`config.mk`:
```
export PLATFORM = sky130hd
export DESIGN_NAME = i2c_rate_gen
export DESIGN_NICKNAME = d
export VERILOG_FILES = /design/src/rtl/i2c_rate_pkg.sv /design/src/rtl/i2c_rate_lookup.sv /design/src/rtl/i2c_rate_cfg_reg.sv /design/src/rtl/i2c_phase_timer.sv /design/src/rtl/i2c_hold_timer.sv /design/src/rtl/i2c_rate_gen.sv
export SDC_FILE = /design/constraint.sdc
export NUM_CORES = 1
export LEC_CHECK = 0
export BUFFER_PORTS_ARGS = -buffer_cell sky130_fd_sc_hd__buf_4
export CAP_MARGIN = 20
export CORE_MARGIN = 3
export CORE_UTILIZATION = 60
export CTS_CLUSTER_DIAMETER = 40
export DETAILED_ROUTE_END_ITERATION = 6
export GPL_TIMING_DRIVEN = 0
export PLACE_DENSITY = 0.77
export SKIP_LAST_GASP = 1
export SLEW_MARGIN = 20
export SYNTH_ARGS = -nofsm -noshare
export SYNTH_HDL_FRONTEND = slang
export SYNTH_SLANG_ARGS = --single-unit
```
`constraint.sdc`:
```
create_clock -name clk -period 4.03 [get_ports clk]
set_input_delay 0.6045 -clock clk [delete_from_list [all_inputs] [get_ports clk]]
set_output_delay 0.6045 -clock clk [all_outputs]
set_load 0.02 [all_outputs]
```
`src/rtl/i2c_rate_pkg.sv`:
```
package i2c_rate_pkg;
  localparam int IDX_W     = 6;
  localparam int MUL_W     = 2;
  localparam int DIV_BASE  = 20;
  localparam int DIV_STEP  = 4;
  localparam int HOLD_BASE = 4;
  localparam int HOLD_STEP = 1;
  localparam int MAX_DIV   = DIV_BASE + DIV_STEP * ((1 << IDX_W) - 1);
  localparam int MAX_HALF  = (4 * MAX_DIV) / 2;
  localparam int CNT_W     = $clog2(MAX_HALF + 1);
  localparam int MAX_HOLD  = HOLD_BASE + HOLD_STEP * ((1 << IDX_W) - 1);
  localparam int HOLD_W    = $clog2(MAX_HOLD + 1);

  typedef enum logic [MUL_W-1:0] {
    MUL_X1  = 2'b00,
    MUL_X2  = 2'b01,
    MUL_X4  = 2'b10,
    MUL_RSV = 2'b11
  } mul_sel_e;

  typedef enum logic {PH_HIGH = 1'b0, PH_LOW = 1'b1} phase_e;

  typedef struct packed {
    logic [CNT_W-1:0]  half;
    logic [HOLD_W-1:0] hold;
  } rate_cfg_t;
endpackage

```
`src/rtl/i2c_rate_lookup.sv`:
```
module i2c_rate_lookup
  import i2c_rate_pkg::*;
#(
  parameter int IW = IDX_W,
  parameter int MW = MUL_W
) (
  input  logic [IW-1:0] idx,
  input  logic [MW-1:0] mul,
  output rate_cfg_t     cfg
);
  logic [CNT_W-1:0] base_div;

  // divider and hold are affine in the index, so no stored table is needed
  always_comb begin
    base_div = CNT_W'(DIV_BASE) + CNT_W'(DIV_STEP) * CNT_W'(idx);
    case (mul_sel_e'(mul))
      MUL_X2:  cfg.half = base_div;
      MUL_X4:  cfg.half = base_div << 1;
      default: cfg.half = base_div >> 1;
    endcase
    cfg.hold = HOLD_W'(HOLD_BASE) + HOLD_W'(HOLD_STEP) * HOLD_W'(idx);
  end
endmodule

```
`src/rtl/i2c_rate_cfg_reg.sv`:
```
module i2c_rate_cfg_reg
  import i2c_rate_pkg::*;
(
  input  logic      clk,
  input  logic      rst,
  input  logic      load,
  input  rate_cfg_t cfg_in,
  output rate_cfg_t cfg_q
);
  localparam logic [CNT_W-1:0]  RST_HALF = CNT_W'(DIV_BASE / 2);
  localparam logic [HOLD_W-1:0] RST_HOLD = HOLD_W'(HOLD_BASE);

  always_ff @(posedge clk) begin
    if (rst) begin
      cfg_q.half <= RST_HALF;
      cfg_q.hold <= RST_HOLD;
    end else if (load) begin
      cfg_q <= cfg_in;
    end
  end
endmodule

```
`src/rtl/i2c_phase_timer.sv`:
```
module i2c_phase_timer
  import i2c_rate_pkg::*;
#(
  parameter int CW = CNT_W
) (
  input  logic          clk,
  input  logic          rst,
  input  logic          en,
  input  logic          restart,
  input  logic          scl_in,
  input  logic [CW-1:0] half,
  output logic          rise_o,
  output logic          fall_o
);
  phase_e        ph;
  logic [CW-1:0] cnt;
  logic          last;

  assign last = (cnt == half - 1'b1);

  always_ff @(posedge clk) begin
    if (rst) begin
      ph     <= PH_HIGH;
      cnt    <= '0;
      rise_o <= 1'b0;
      fall_o <= 1'b0;
    end else begin
      rise_o <= 1'b0;
      fall_o <= 1'b0;
      if (!en || restart) begin
        ph  <= PH_HIGH;
        cnt <= '0;
      end else if (ph == PH_LOW) begin
        if (last) begin
          ph     <= PH_HIGH;
          cnt    <= '0;
          rise_o <= 1'b1;
        end else begin
          cnt <= cnt + 1'b1;
        end
      end else if (scl_in) begin
        // high half advances only while the line is really high
        if (last) begin
          ph     <= PH_LOW;
          cnt    <= '0;
          fall_o <= 1'b1;
        end else begin
          cnt <= cnt + 1'b1;
        end
      end
    end
  end
endmodule

```
`src/rtl/i2c_hold_timer.sv`:
```
module i2c_hold_timer
  import i2c_rate_pkg::*;
#(
  parameter int HW = HOLD_W
) (
  input  logic          clk,
  input  logic          rst,
  input  logic          en,
  input  logic          restart,
  input  logic          fire,
  input  logic [HW-1:0] hold,
  output logic          sda_o
);
  logic [HW-1:0] hcnt;
  logic          busy;

  always_ff @(posedge clk) begin
    if (rst) begin
      hcnt  <= '0;
      busy  <= 1'b0;
      sda_o <= 1'b0;
    end else begin
      sda_o <= 1'b0;
      if (!en || restart) begin
        busy <= 1'b0;
      end else if (fire) begin
        // fire is seen one clock late, so load one less
        busy <= 1'b1;
        hcnt <= hold - 1'b1;
      end else if (busy) begin
        if (hcnt == 1) begin
          sda_o <= 1'b1;
          busy  <= 1'b0;
        end else begin
          hcnt <= hcnt - 1'b1;
        end
      end
    end
  end
endmodule

```
`src/rtl/i2c_rate_gen.sv`:
```
module i2c_rate_gen
  import i2c_rate_pkg::*;
#(
  parameter int IW = IDX_W,
  parameter int MW = MUL_W,
  localparam int FW = IW + MW
) (
  input  logic          clk,
  input  logic          rst,
  input  logic          en,
  input  logic          start_req,
  input  logic [FW-1:0] freq_reg,
  input  logic          scl_in,
  output logic          scl_rise_o,
  output logic          scl_fall_o,
  output logic          sda_chg_o
);
  rate_cfg_t        cfg_next;
  rate_cfg_t        cfg_q;
  logic [CNT_W-1:0] cur_half;
  logic             restart;

  assign restart  = en && start_req;
  assign cur_half = cfg_q.half;

  i2c_rate_lookup #(.IW(IW), .MW(MW)) u_lut (
    .idx (freq_reg[IW-1:0]),
    .mul (freq_reg[FW-1 -: MW]),
    .cfg (cfg_next)
  );

  i2c_rate_cfg_reg u_cfg (
    .clk    (clk),
    .rst    (rst),
    .load   (start_req),
    .cfg_in (cfg_next),
    .cfg_q  (cfg_q)
  );

  i2c_phase_timer #(.CW(CNT_W)) u_phase (
    .clk     (clk),
    .rst     (rst),
    .en      (en),
    .restart (restart),
    .scl_in  (scl_in),
    .half    (cur_half),
    .rise_o  (scl_rise_o),
    .fall_o  (scl_fall_o)
  );

  i2c_hold_timer #(.HW(HOLD_W)) u_hold (
    .clk     (clk),
    .rst     (rst),
    .en      (en),
    .restart (restart),
    .fire    (scl_fall_o),
    .hold    (cfg_q.hold),
    .sda_o   (sda_chg_o)
  );
endmodule

```
==> results of run 1 <==
[placed cells by master, fill, tap and decap left out, types with 2 or more instances in the layout]
cell type and instances:
nand2b_1 5, a211oi_1 12, o221ai_1 2, nor4_1 5, ha_1 10, and3_1 4
o21ai_0 4, xor2_1 15, nand3b_1 2, and2_1 2, xnor2_1 22, nor4b_1 2
nor3_1 4, clkbuf_8 6, o2111ai_1 2, clkbuf_1 10, mux2i_1 5, a221o_1 2
dfxtp_1 38, nor2_1 21, nor3b_1 2, nand2_1 26, a31oi_1 2, nand3_1 10
or4_1 2, a21boi_0 2, o211ai_1 3, a221oi_1 2, buf_4 13, a32oi_1 2
inv_1 17, a22o_1 2, a21oi_1 13
[final timing paths]
path | start | end | slack [ps]
setup / recovery | u_cfg.cfg_q[8] | u_phase.fall_o | 1900
hold reg to reg | u_hold.busy | u_hold.sda_o | 460
setup reg to reg | u_cfg.cfg_q[8] | u_phase.fall_o | 1900
hold / removal | u_hold.busy | u_hold.sda_o | 460
[final cells by class]
cell class	instances	area, um2	share of cell area, %
Inverter	17	63.8	2.55
Tap cell	46	57.6	2.30
Multi-Input combinational cell	201	1380	55.0
Clock inverter	1	5.00	0.200
Buffer	12	53.8	2.15
Sequential cell	38	761	30.4
Timing Repair Buffer	13	97.6	3.90
Clock buffer	7	86.3	3.45
[cells by family (layout without fill, tap and decap cells)]
family / after synthesis / in the layout / share of synthesized area [%]
simple gates: 92 / 92 / 20.5
compound gates: 57 / 57 / 18.4
flops: 38 / 38 / 33.8
xor+xnor: 37 / 37 / 14.4
buf+inv: 29 / 50 / 5.22
fa+ha+maj: 10 / 10 / 5.55
mux: 5 / 5 / 2.22
[registers in the layout, indices dropped and copies added, names as in the netlist]
name            count
u_phase.rise_o      1
u_hold.sda_o        1
u_hold.hcnt         7
u_hold.busy         1
u_phase.cnt        10
u_phase.ph          1
u_cfg.cfg_q        16
u_phase.fall_o      1
[through the flow]
stage,worst slack (ps),std cells
5_1_grt,1780,335
3_5_place_dp,1910,327
4_1_cts,1870,335
6_report,1900,335
3_3_place_gp,1890,327
2_1_floorplan,2060,268
[report_power, final]
part / leakage [nW] / internal [mW] / switching [mW] / total, mW
Sequential: 0.309 / 0.386 / 0.0133 / 0.399
Combinational: 0.594 / 0.0485 / 0.0569 / 0.105
Clock: 0.0482 / 0.138 / 0.134 / 0.272
[metal layers]
metal / part of all wire (%) / wire, um / vias to the layer above / GRT usage, %
li1: - / - / 990 / -
met1: 51 / 2210 / 817 / 28.4
met2: 43 / 1890 / 33 / 34.1
met3: 4.2 / 183 / 7 / 4.16
met4: 1.7 / 74 / 0 / 9.11
met5: 0 / 0 / - / 0
[worst max-delay path, stage by stage (launching register included)]
cell	delay (ps)
dfxtp_1	360
or4_4	570
or4_1	510
nand3_1	120
o2111ai_1	200
nor4b_1	290
==> impl_summary.log, run 1 <==
[metrics] crit end category: register
[metrics] fin. max-slew vios: 0
[metrics] routability-driven placement congestion ratio: 0.825
[metrics] post-layout net count: 311
[metrics] first-pass GRT wire length: 7510 um
[metrics] highest clock rate: 469 MHz
[metrics] clock tree from TritonCTS: yes
[metrics] clock slew seen by the registers of the worst setup and hold paths: 80 ps
[metrics] Max-Cap Viols: 0
[metrics] clk buf depth: 2
[metrics] end-of-flow core utilization: 72.1%
[metrics] count of flip-flops with a built-in enable after synthesis: 0
[metrics] H-tree depth: 2
[metrics] cell depth of the worst flop-to-flop path: 5
[metrics] die width: 67.3 um
[metrics] via count of the first global-routing pass: 1,689
[metrics] Top FF cell, synth: dfxtp_1
[metrics] maximum fanout count along the critical path: 5
[metrics] total power per unit cell area: 311 mW/mm2
[metrics] most used standard cell by instance count after synthesis: dfxtp_1
[metrics] Die Span Y: 67.3 um
[metrics] per-cell via count in the routed design: 5.51
[metrics] dominant cells by area after synthesis: dfxtp_1 34%, xnor2_1 8.6%, xor2_1 5.8%
[metrics] First DRT Iteration DRCs: 102
[metrics] Required @ worst endpoint: 4240 ps
[metrics] DP Wirelength: 3380 um
[metrics] run status: finished clean
[metrics] clock insertion delay at the later pin of the skew report: 300 ps
[metrics] Worst Hold Slack: 463 ps
[metrics] final-report setup violation count: 0
[metrics] post-route total power: 0.777 mW
[metrics] TritonCTS Buffers: 5
[metrics] Max VDD drop: 190 uV
[metrics] launching element type of the critical path: register
[metrics] Arrival @ worst endpoint: 2340 ps
[metrics] I/O pin count: 16
[metrics] class of the worst hold path: register to register
[metrics] total non-filler cell area in the finished layout: 0.00250 mm2
[metrics] pin count of the biggest net entering global routing: 12
[metrics] Mapped Nets: 291
[metrics] Placement Rows: 21
[metrics] P_leak: 0.951 nW
[metrics] final worst path period share: 52.9%
[metrics] number of antenna violations at the first check in global routing: 0
[metrics] number of search-and-repair iterations in the first detailed-routing pass: 4
[metrics] top cell type's share of synthesized area: 33.8%
[metrics] library cell occupying the most area in the post-synthesis netlist: dfxtp_1
[metrics] setup clock skew after layout: 12.1 ps
[metrics] TritonCTS sink count: 38
[metrics] IO Port Bufs: 13
[metrics] Global Route Usage Sum: 21.5%
[metrics] hold buffer count at CTS: 0
[metrics] leading post-synthesis cells by instance count: 38 x dfxtp_1, 26 x nand2_1, 22 x xnor2_1
[metrics] RSZ-0062 raised after global routing: false
[metrics] number of inserted filler cells in the final layout: 306
[metrics] ys async rst share: 0%
[metrics] instance area after placement: 0.00241 mm2
[metrics] clock tree root buffer cell: clkbuf_8
[metrics] relative slew slack: 65.0%
[metrics] wire length per cell: 13.0 um
[metrics] total congestion overflow: 0
[metrics] number of diodes added for antenna fixing: 0
[metrics] number of gates given a new drive strength after cts: 0
[metrics] TNS Setup: 0 ps
[metrics] final wirelength: 4350 um
[metrics] setup bufs post-CTS: 0
[metrics] Yosys cell types: 50
[metrics] Die Outline Area: 0.00453 mm2
[metrics] routed vias: 1,847
[metrics] Yosys warning count: 0
[metrics] post-layout minimum cycle time: 2130 ps
[metrics] layout cell share with drive strength beyond 1: 8.65%
[metrics] average cell area after synthesis: 8.41 um2
[metrics] drc violations: 0
[metrics] number of cells on the worst hold path: 2
[metrics] Core Area: 0.00347 mm2
[metrics] ANT nets after route: 0
[metrics] Setup Crit Path Kind: register to register
[metrics] starting density of the core: 65.0%
[metrics] Final Hold Fails: 0
[metrics] Mapped Cells: 268
[metrics] sequential cell area fraction in the yosys report: 33.8%
[metrics] synthesis-stage register bit count: 38
[metrics] Post-Syn Area: 0.00225 mm2
[metrics] slew of the pin with the lowest slew margin: 519 ps
[metrics] Area growth, synth to finish: 10.9%
No activity file was read; power rests on OpenSTA's default activity.
==> inputs of run 2 (changes only) <==
Clock period 4.03 ns to 2.1 ns, I/O delays scaled along.
==> impl_summary.log, run 2 (same netlist as run 1, synthesis figures left out) <==
[metrics] number of diodes added for antenna fixing: 0
[metrics] commonest cells after routing, fill and taps aside: 36 x dfxtp_1, 26 x nand2_1, 22 x xnor2_1
[metrics] fin. max-slew vios: 0
[metrics] library cell appearing most often on the critical path: or4_4
[metrics] post-layout worst setup margin: 81.7 ps
[metrics] Max-Cap Viols: 0
[metrics] most frequent standard cell in the layout excluding fill and tap cells: dfxtp_1
[metrics] buffering stage count on the worst path with inverters included: 1
[metrics] CP Launch Point: u_cfg.cfg_q[8]
[metrics] post-place setup slack: -17.0 ps
[metrics] H-tree depth: 2
[metrics] First DRT Iteration DRCs: 125
[metrics] per-cell via count in the routed design: 5.56
[metrics] relative slew slack: 64.7%
[metrics] clock slew seen by the registers of the worst setup and hold paths: 70 ps
[metrics] TritonCTS Buffers: 5
[metrics] clock tree root buffer cell: clkbuf_8
[metrics] end-of-flow core utilization: 74.2%
[metrics] maximum fanout count along the critical path: 5
[metrics] pin count of the biggest net entering global routing: 12
[metrics] Multi-input gate area: 0.00143 mm2
[metrics] Arrival @ worst endpoint: 2170 ps
[metrics] Setup Crit Path Kind: register to register
[metrics] Die Outline Area: 0.00453 mm2
[metrics] critical path depth in cells: 6
[metrics] Inst Count DP: 327
[metrics] total congestion overflow: 0
[metrics] slew of the pin with the lowest slew margin: 524 ps
[metrics] routability-driven placement congestion ratio: 0.825
[metrics] largest incremental delay on the critical path: 550 ps
[metrics] drc violations: 0
[metrics] number of inserted filler cells in the final layout: 293
[metrics] fin cells: 336
[metrics] starting density of the core: 65.0%
[metrics] number of antenna violations at the first check in global routing: 0
[metrics] TritonCTS sink count: 38
[metrics] I/O pin count: 16
[metrics] clock tree from TritonCTS: yes
[metrics] hold buffer count at CTS: 0
[metrics] routed vias: 1,868
[metrics] Global Route Usage Sum: 21.8%
[metrics] final wirelength: 4570 um
[metrics] sequential standard cell area: 766 um2
[metrics] Max stage delay cell, worst path: or4_4
[metrics] final-report setup violation count: 0
[metrics] largest register by flop count: u_cfg.cfg_q
[metrics] ANT nets after route: 0
[metrics] clk buf depth: 2
[metrics] Final Hold Fails: 0
[metrics] IO Port Bufs: 13
[metrics] Register-to-Register Setup Slack: 80 ps
[metrics] startpoint of the worst register-to-register path: u_cfg.cfg_q[8]
[metrics] setup clock skew after layout: 10.9 ps
[metrics] RSZ-0062 raised after global routing: false
[metrics] Die Span Y: 67.3 um
[metrics] Crit Reg-Reg Endpoint: u_phase.cnt[8]
[metrics] via count of the first global-routing pass: 1,711
[metrics] layout cell share with drive strength beyond 1: 13.1%
[metrics] total power per unit cell area: 582 mW/mm2
[metrics] wire length per cell: 13.6 um
[metrics] Placement Rows: 21
[metrics] largest registers: u_cfg.cfg_q (16), u_phase.cnt (10), u_hold.hcnt (7)
[metrics] post-layout minimum cycle time: 2020 ps
[metrics] crit end category: register
[metrics] highest clock rate: 495 MHz
[metrics] final worst path period share: 96.1%
[metrics] number of cells on the worst hold path: 2
[metrics] hold endpoint: u_cfg.cfg_q[8]
[metrics] Core Area: 0.00347 mm2
[metrics] Max VDD drop: 371 uV
[metrics] P_leak: 0.969 nW
[metrics] beginning of the worst hold path: freq_reg[0]
[metrics] Area growth, synth to finish: 14.2%
[metrics] cells along the critical path: or4_4 > or4_4 > nand3_4 > o2111a_2 > buf_6 > a211oi_1
[metrics] clock insertion delay at the later pin of the skew report: 290 ps
[metrics] cell depth of the worst flop-to-flop path: 6
[metrics] flip-flop count of the largest register after layout: 16
[metrics] class of the worst hold path: input port to register
[metrics] Required @ worst endpoint: 2260 ps
[metrics] launching element type of the critical path: register
[metrics] CP top delay family: simple AND/OR/NAND/NOR gates
[metrics] die width: 67.3 um
[metrics] number of search-and-repair iterations in the first detailed-routing pass: 4
[metrics] run status: finished clean
[metrics] first-pass GRT wire length: 7620 um
[metrics] DP Wirelength: 3380 um
[metrics] post-layout net count: 312
==> run 2: worst register-to-register path: stages, from the launching register on <==
cell and delay, ps:
dfxtp_4 360, or4_4 550, or4_4 440, nand3_4 100, o2111a_2 230, buf_6 120
a211oi_1 70
==> run 2: layout make-up <==
cell class	count	area share [%]
Buffer	12	2.09
Clock buffer	7	3.35
Clock inverter	1	0.194
Inverter	17	2.48
Multi-Input combinational cell	201	55.7
Sequential cell	38	29.8
Tap cell	46	2.24
Timing Repair Buffer	14	4.23
==> run 2: worst max path at each step <==
stage / to / slack [ps]
floorplan: u_phase.rise_o / 130
global route: u_phase.cnt[8] / 10
CTS: u_phase.cnt[8] / 0.9
global placement: u_phase.fall_o / -40
finish: u_phase.cnt[8] / 80
detailed placement: u_phase.fall_o / -20
==> run 2: through the flow <==
step	area (um2)	hold WS, ps	TNS, ps	total power, mW
floorplan	2250	418	0	0.928
global placement	2410	443	-43.5	0.982
detailed placement	2410	446	-24.7	0.985
CTS	2520	232	0	1.50
global route	2570	231	0	1.57
finish	2570	238	0	1.50
==> run 2: timing repair <==
action,CTS,global route
gates cloned,0,1
pin swaps,1,3
setup buffers,0,0
gates resized for setup,4,12
setup endpoints to repair,4,12
==> run 2: power by group <==
group	leakage, nW	total, mW	switching, mW	internal (mW)
Combinational	0.611	0.213	0.116	0.0970
Sequential	0.310	0.768	0.0274	0.741
Clock	0.0482	0.515	0.251	0.265
==> run 2: routing by layer <==
layer | GRT usage, % | part of all wire [%]
met3 | 4.16 | 3.4
met2 | 34.8 | 45
met4 | 9.11 | 1.5
met5 | 0 | 0
met1 | 28.7 | 51
==> inputs of run 3 (changes only) <==
Settings changed: CORE_UTILIZATION 60 to 40, PLACE_DENSITY 0.77 to 0.55.
==> impl_summary.log, run 3 (same netlist as run 1, synthesis figures left out) <==
[metrics] Max VDD drop: 288 uV
[metrics] flip-flop count of the largest register after layout: 16
[metrics] routed vias: 1,882
[metrics] clock insertion delay at the later pin of the skew report: 290 ps
[metrics] RSZ-0062 raised after global routing: true
[metrics] I/O pin count: 16
[metrics] crit end category: register
[metrics] layout cell share with drive strength beyond 1: 11.7%
[metrics] DP Wirelength: 3520 um
[metrics] post-place setup slack: -44.0 ps
[metrics] Multi-input gate area: 0.00140 mm2
[metrics] library cell appearing most often on the critical path: or4_4
[metrics] number of antenna violations at the first check in global routing: 0
[metrics] drc violations: 0
[metrics] largest register by flop count: u_cfg.cfg_q
[metrics] Arrival @ worst endpoint: 2250 ps
[metrics] largest registers: u_cfg.cfg_q (16), u_phase.cnt (10), u_hold.hcnt (7)
[metrics] Setup Crit Path Kind: register to register
[metrics] TritonCTS sink count: 38
[metrics] Global Route Usage Sum: 16.4%
[metrics] Max stage delay cell, worst path: or4_4
[metrics] Area growth, synth to finish: 14.0%
[metrics] die width: 81.1 um
[metrics] slew of the pin with the lowest slew margin: 493 ps
[metrics] buffering stage count on the worst path with inverters included: 1
[metrics] most frequent standard cell in the layout excluding fill and tap cells: dfxtp_1
[metrics] run status: finished clean
[metrics] wire length per cell: 13.4 um
[metrics] launching element type of the critical path: register
[metrics] clk buf depth: 2
[metrics] first-pass GRT wire length: 8430 um
[metrics] number of search-and-repair iterations in the first detailed-routing pass: 4
[metrics] Required @ worst endpoint: 2260 ps
[metrics] maximum fanout count along the critical path: 5
[metrics] total congestion overflow: 0
[metrics] P_leak: 0.964 nW
[metrics] per-cell via count in the routed design: 5.23
[metrics] routability-driven placement congestion ratio: 0.824
[metrics] Register-to-Register Setup Slack: 10 ps
[metrics] setup clock skew after layout: 10.1 ps
[metrics] number of inserted filler cells in the final layout: 524
[metrics] H-tree depth: 2
[metrics] highest clock rate: 479 MHz
[metrics] First DRT Iteration DRCs: 78
[metrics] Die Span Y: 81.1 um
[metrics] final worst path period share: 99.4%
[metrics] instance area after placement: 0.00244 mm2
[metrics] hold buffer count at CTS: 0
[metrics] CP top delay family: simple AND/OR/NAND/NOR gates
[metrics] post-layout minimum cycle time: 2090 ps
[metrics] starting density of the core: 42.8%
[metrics] Placement Rows: 26
[metrics] final wirelength: 4830 um
[metrics] relative slew slack: 66.8%
[metrics] clock tree root buffer cell: clkbuf_8
[metrics] clock tree from TritonCTS: yes
[metrics] final-report setup violation count: 0
[metrics] Max-Cap Viols: 0
[metrics] IO Port Bufs: 13
[metrics] class of the worst hold path: input port to register
[metrics] total power per unit cell area: 584 mW/mm2
[metrics] largest incremental delay on the critical path: 570 ps
[metrics] clock slew seen by the registers of the worst setup and hold paths: 80 ps
[metrics] Core Area: 0.00527 mm2
[metrics] ANT nets after route: 0
[metrics] total non-filler cell area in the finished layout: 0.00257 mm2
[metrics] fin. max-slew vios: 0
[metrics] pin count of the biggest net entering global routing: 12
[metrics] setup bufs post-CTS: 0
[metrics] Final Hold Fails: 0
[metrics] number of diodes added for antenna fixing: 0
[metrics] post-layout net count: 312
[metrics] Die Outline Area: 0.00657 mm2
[metrics] via count of the first global-routing pass: 1,755
[metrics] TritonCTS Buffers: 5
[metrics] sequential standard cell area: 763 um2
[metrics] cells along the critical path: or4_4 > or4_4 > nand3_2 > o2111a_2 > buf_6 > a211oi_1
[metrics] commonest cells after routing, fill and taps aside: 36 x dfxtp_1, 26 x nand2_1, 22 x xnor2_1
[metrics] post-layout worst setup margin: 12.2 ps
## run 3: layout make-up
class | count | share of cell area (%)
multi-input combinational | 201 | 54.5
sequential | 38 | 29.7
timing repair buffer | 14 | 4.24
tap | 70 | 3.41
clock buffer | 7 | 3.36
inverter | 17 | 2.48
buffer | 12 | 2.09
clock inverter | 1 | 0.195
## run 3: path summary, 6_finish.rpt
| check | endpoint | startpoint | cells after the start |
|---|---|---|---|
| max | u_phase.cnt[7] | u_cfg.cfg_q[11] | 6 |
| min | u_cfg.cfg_q[8] | freq_reg[0] | 2 |
| max reg2reg | u_phase.cnt[7] | u_cfg.cfg_q[11] | 6 |
| min reg2reg | u_hold.sda_o | u_hold.busy | 2 |
## run 3: metal layers
metal | track usage (%) | wire length (um) | vias up
li1 | - | - | 996
met1 | 23.8 | 2620 | 855
met2 | 23.5 | 1960 | 26
met3 | 3.99 | 167 | 5
met4 | 5.57 | 78 | 0
met5 | 0 | 0 | -
## run 3: metrics by stage
step | hold slack [ps] | instances | TNS (ps) | power, mW | util (%)
floorplan | 418 | 268 | 0 | 0.928 | -
global placement | 445 | 351 | -274 | 0.988 | 46.3
detailed placement | 435 | 351 | -46.8 | 0.988 | 46.3
CTS | 248 | 359 | 0 | 1.52 | 48.2
global route | 250 | 360 | -749 | 1.58 | 48.8
finish | 266 | 360 | 0 | 1.50 | 48.8
## run 3: what timing repair did
item / in CTS / in global routing
cloned: 0 / 1
setup endpoints to repair: 11 / 14
resized for setup: 3 / 8
pin swaps: 0 / 1
## run 3: power by group
group          leakage [nW]  internal, mW  switching, mW
clock                0.0482         0.265          0.259
sequential            0.309         0.741         0.0272
combinational         0.606        0.0947          0.113
total                 0.964          1.10          0.399
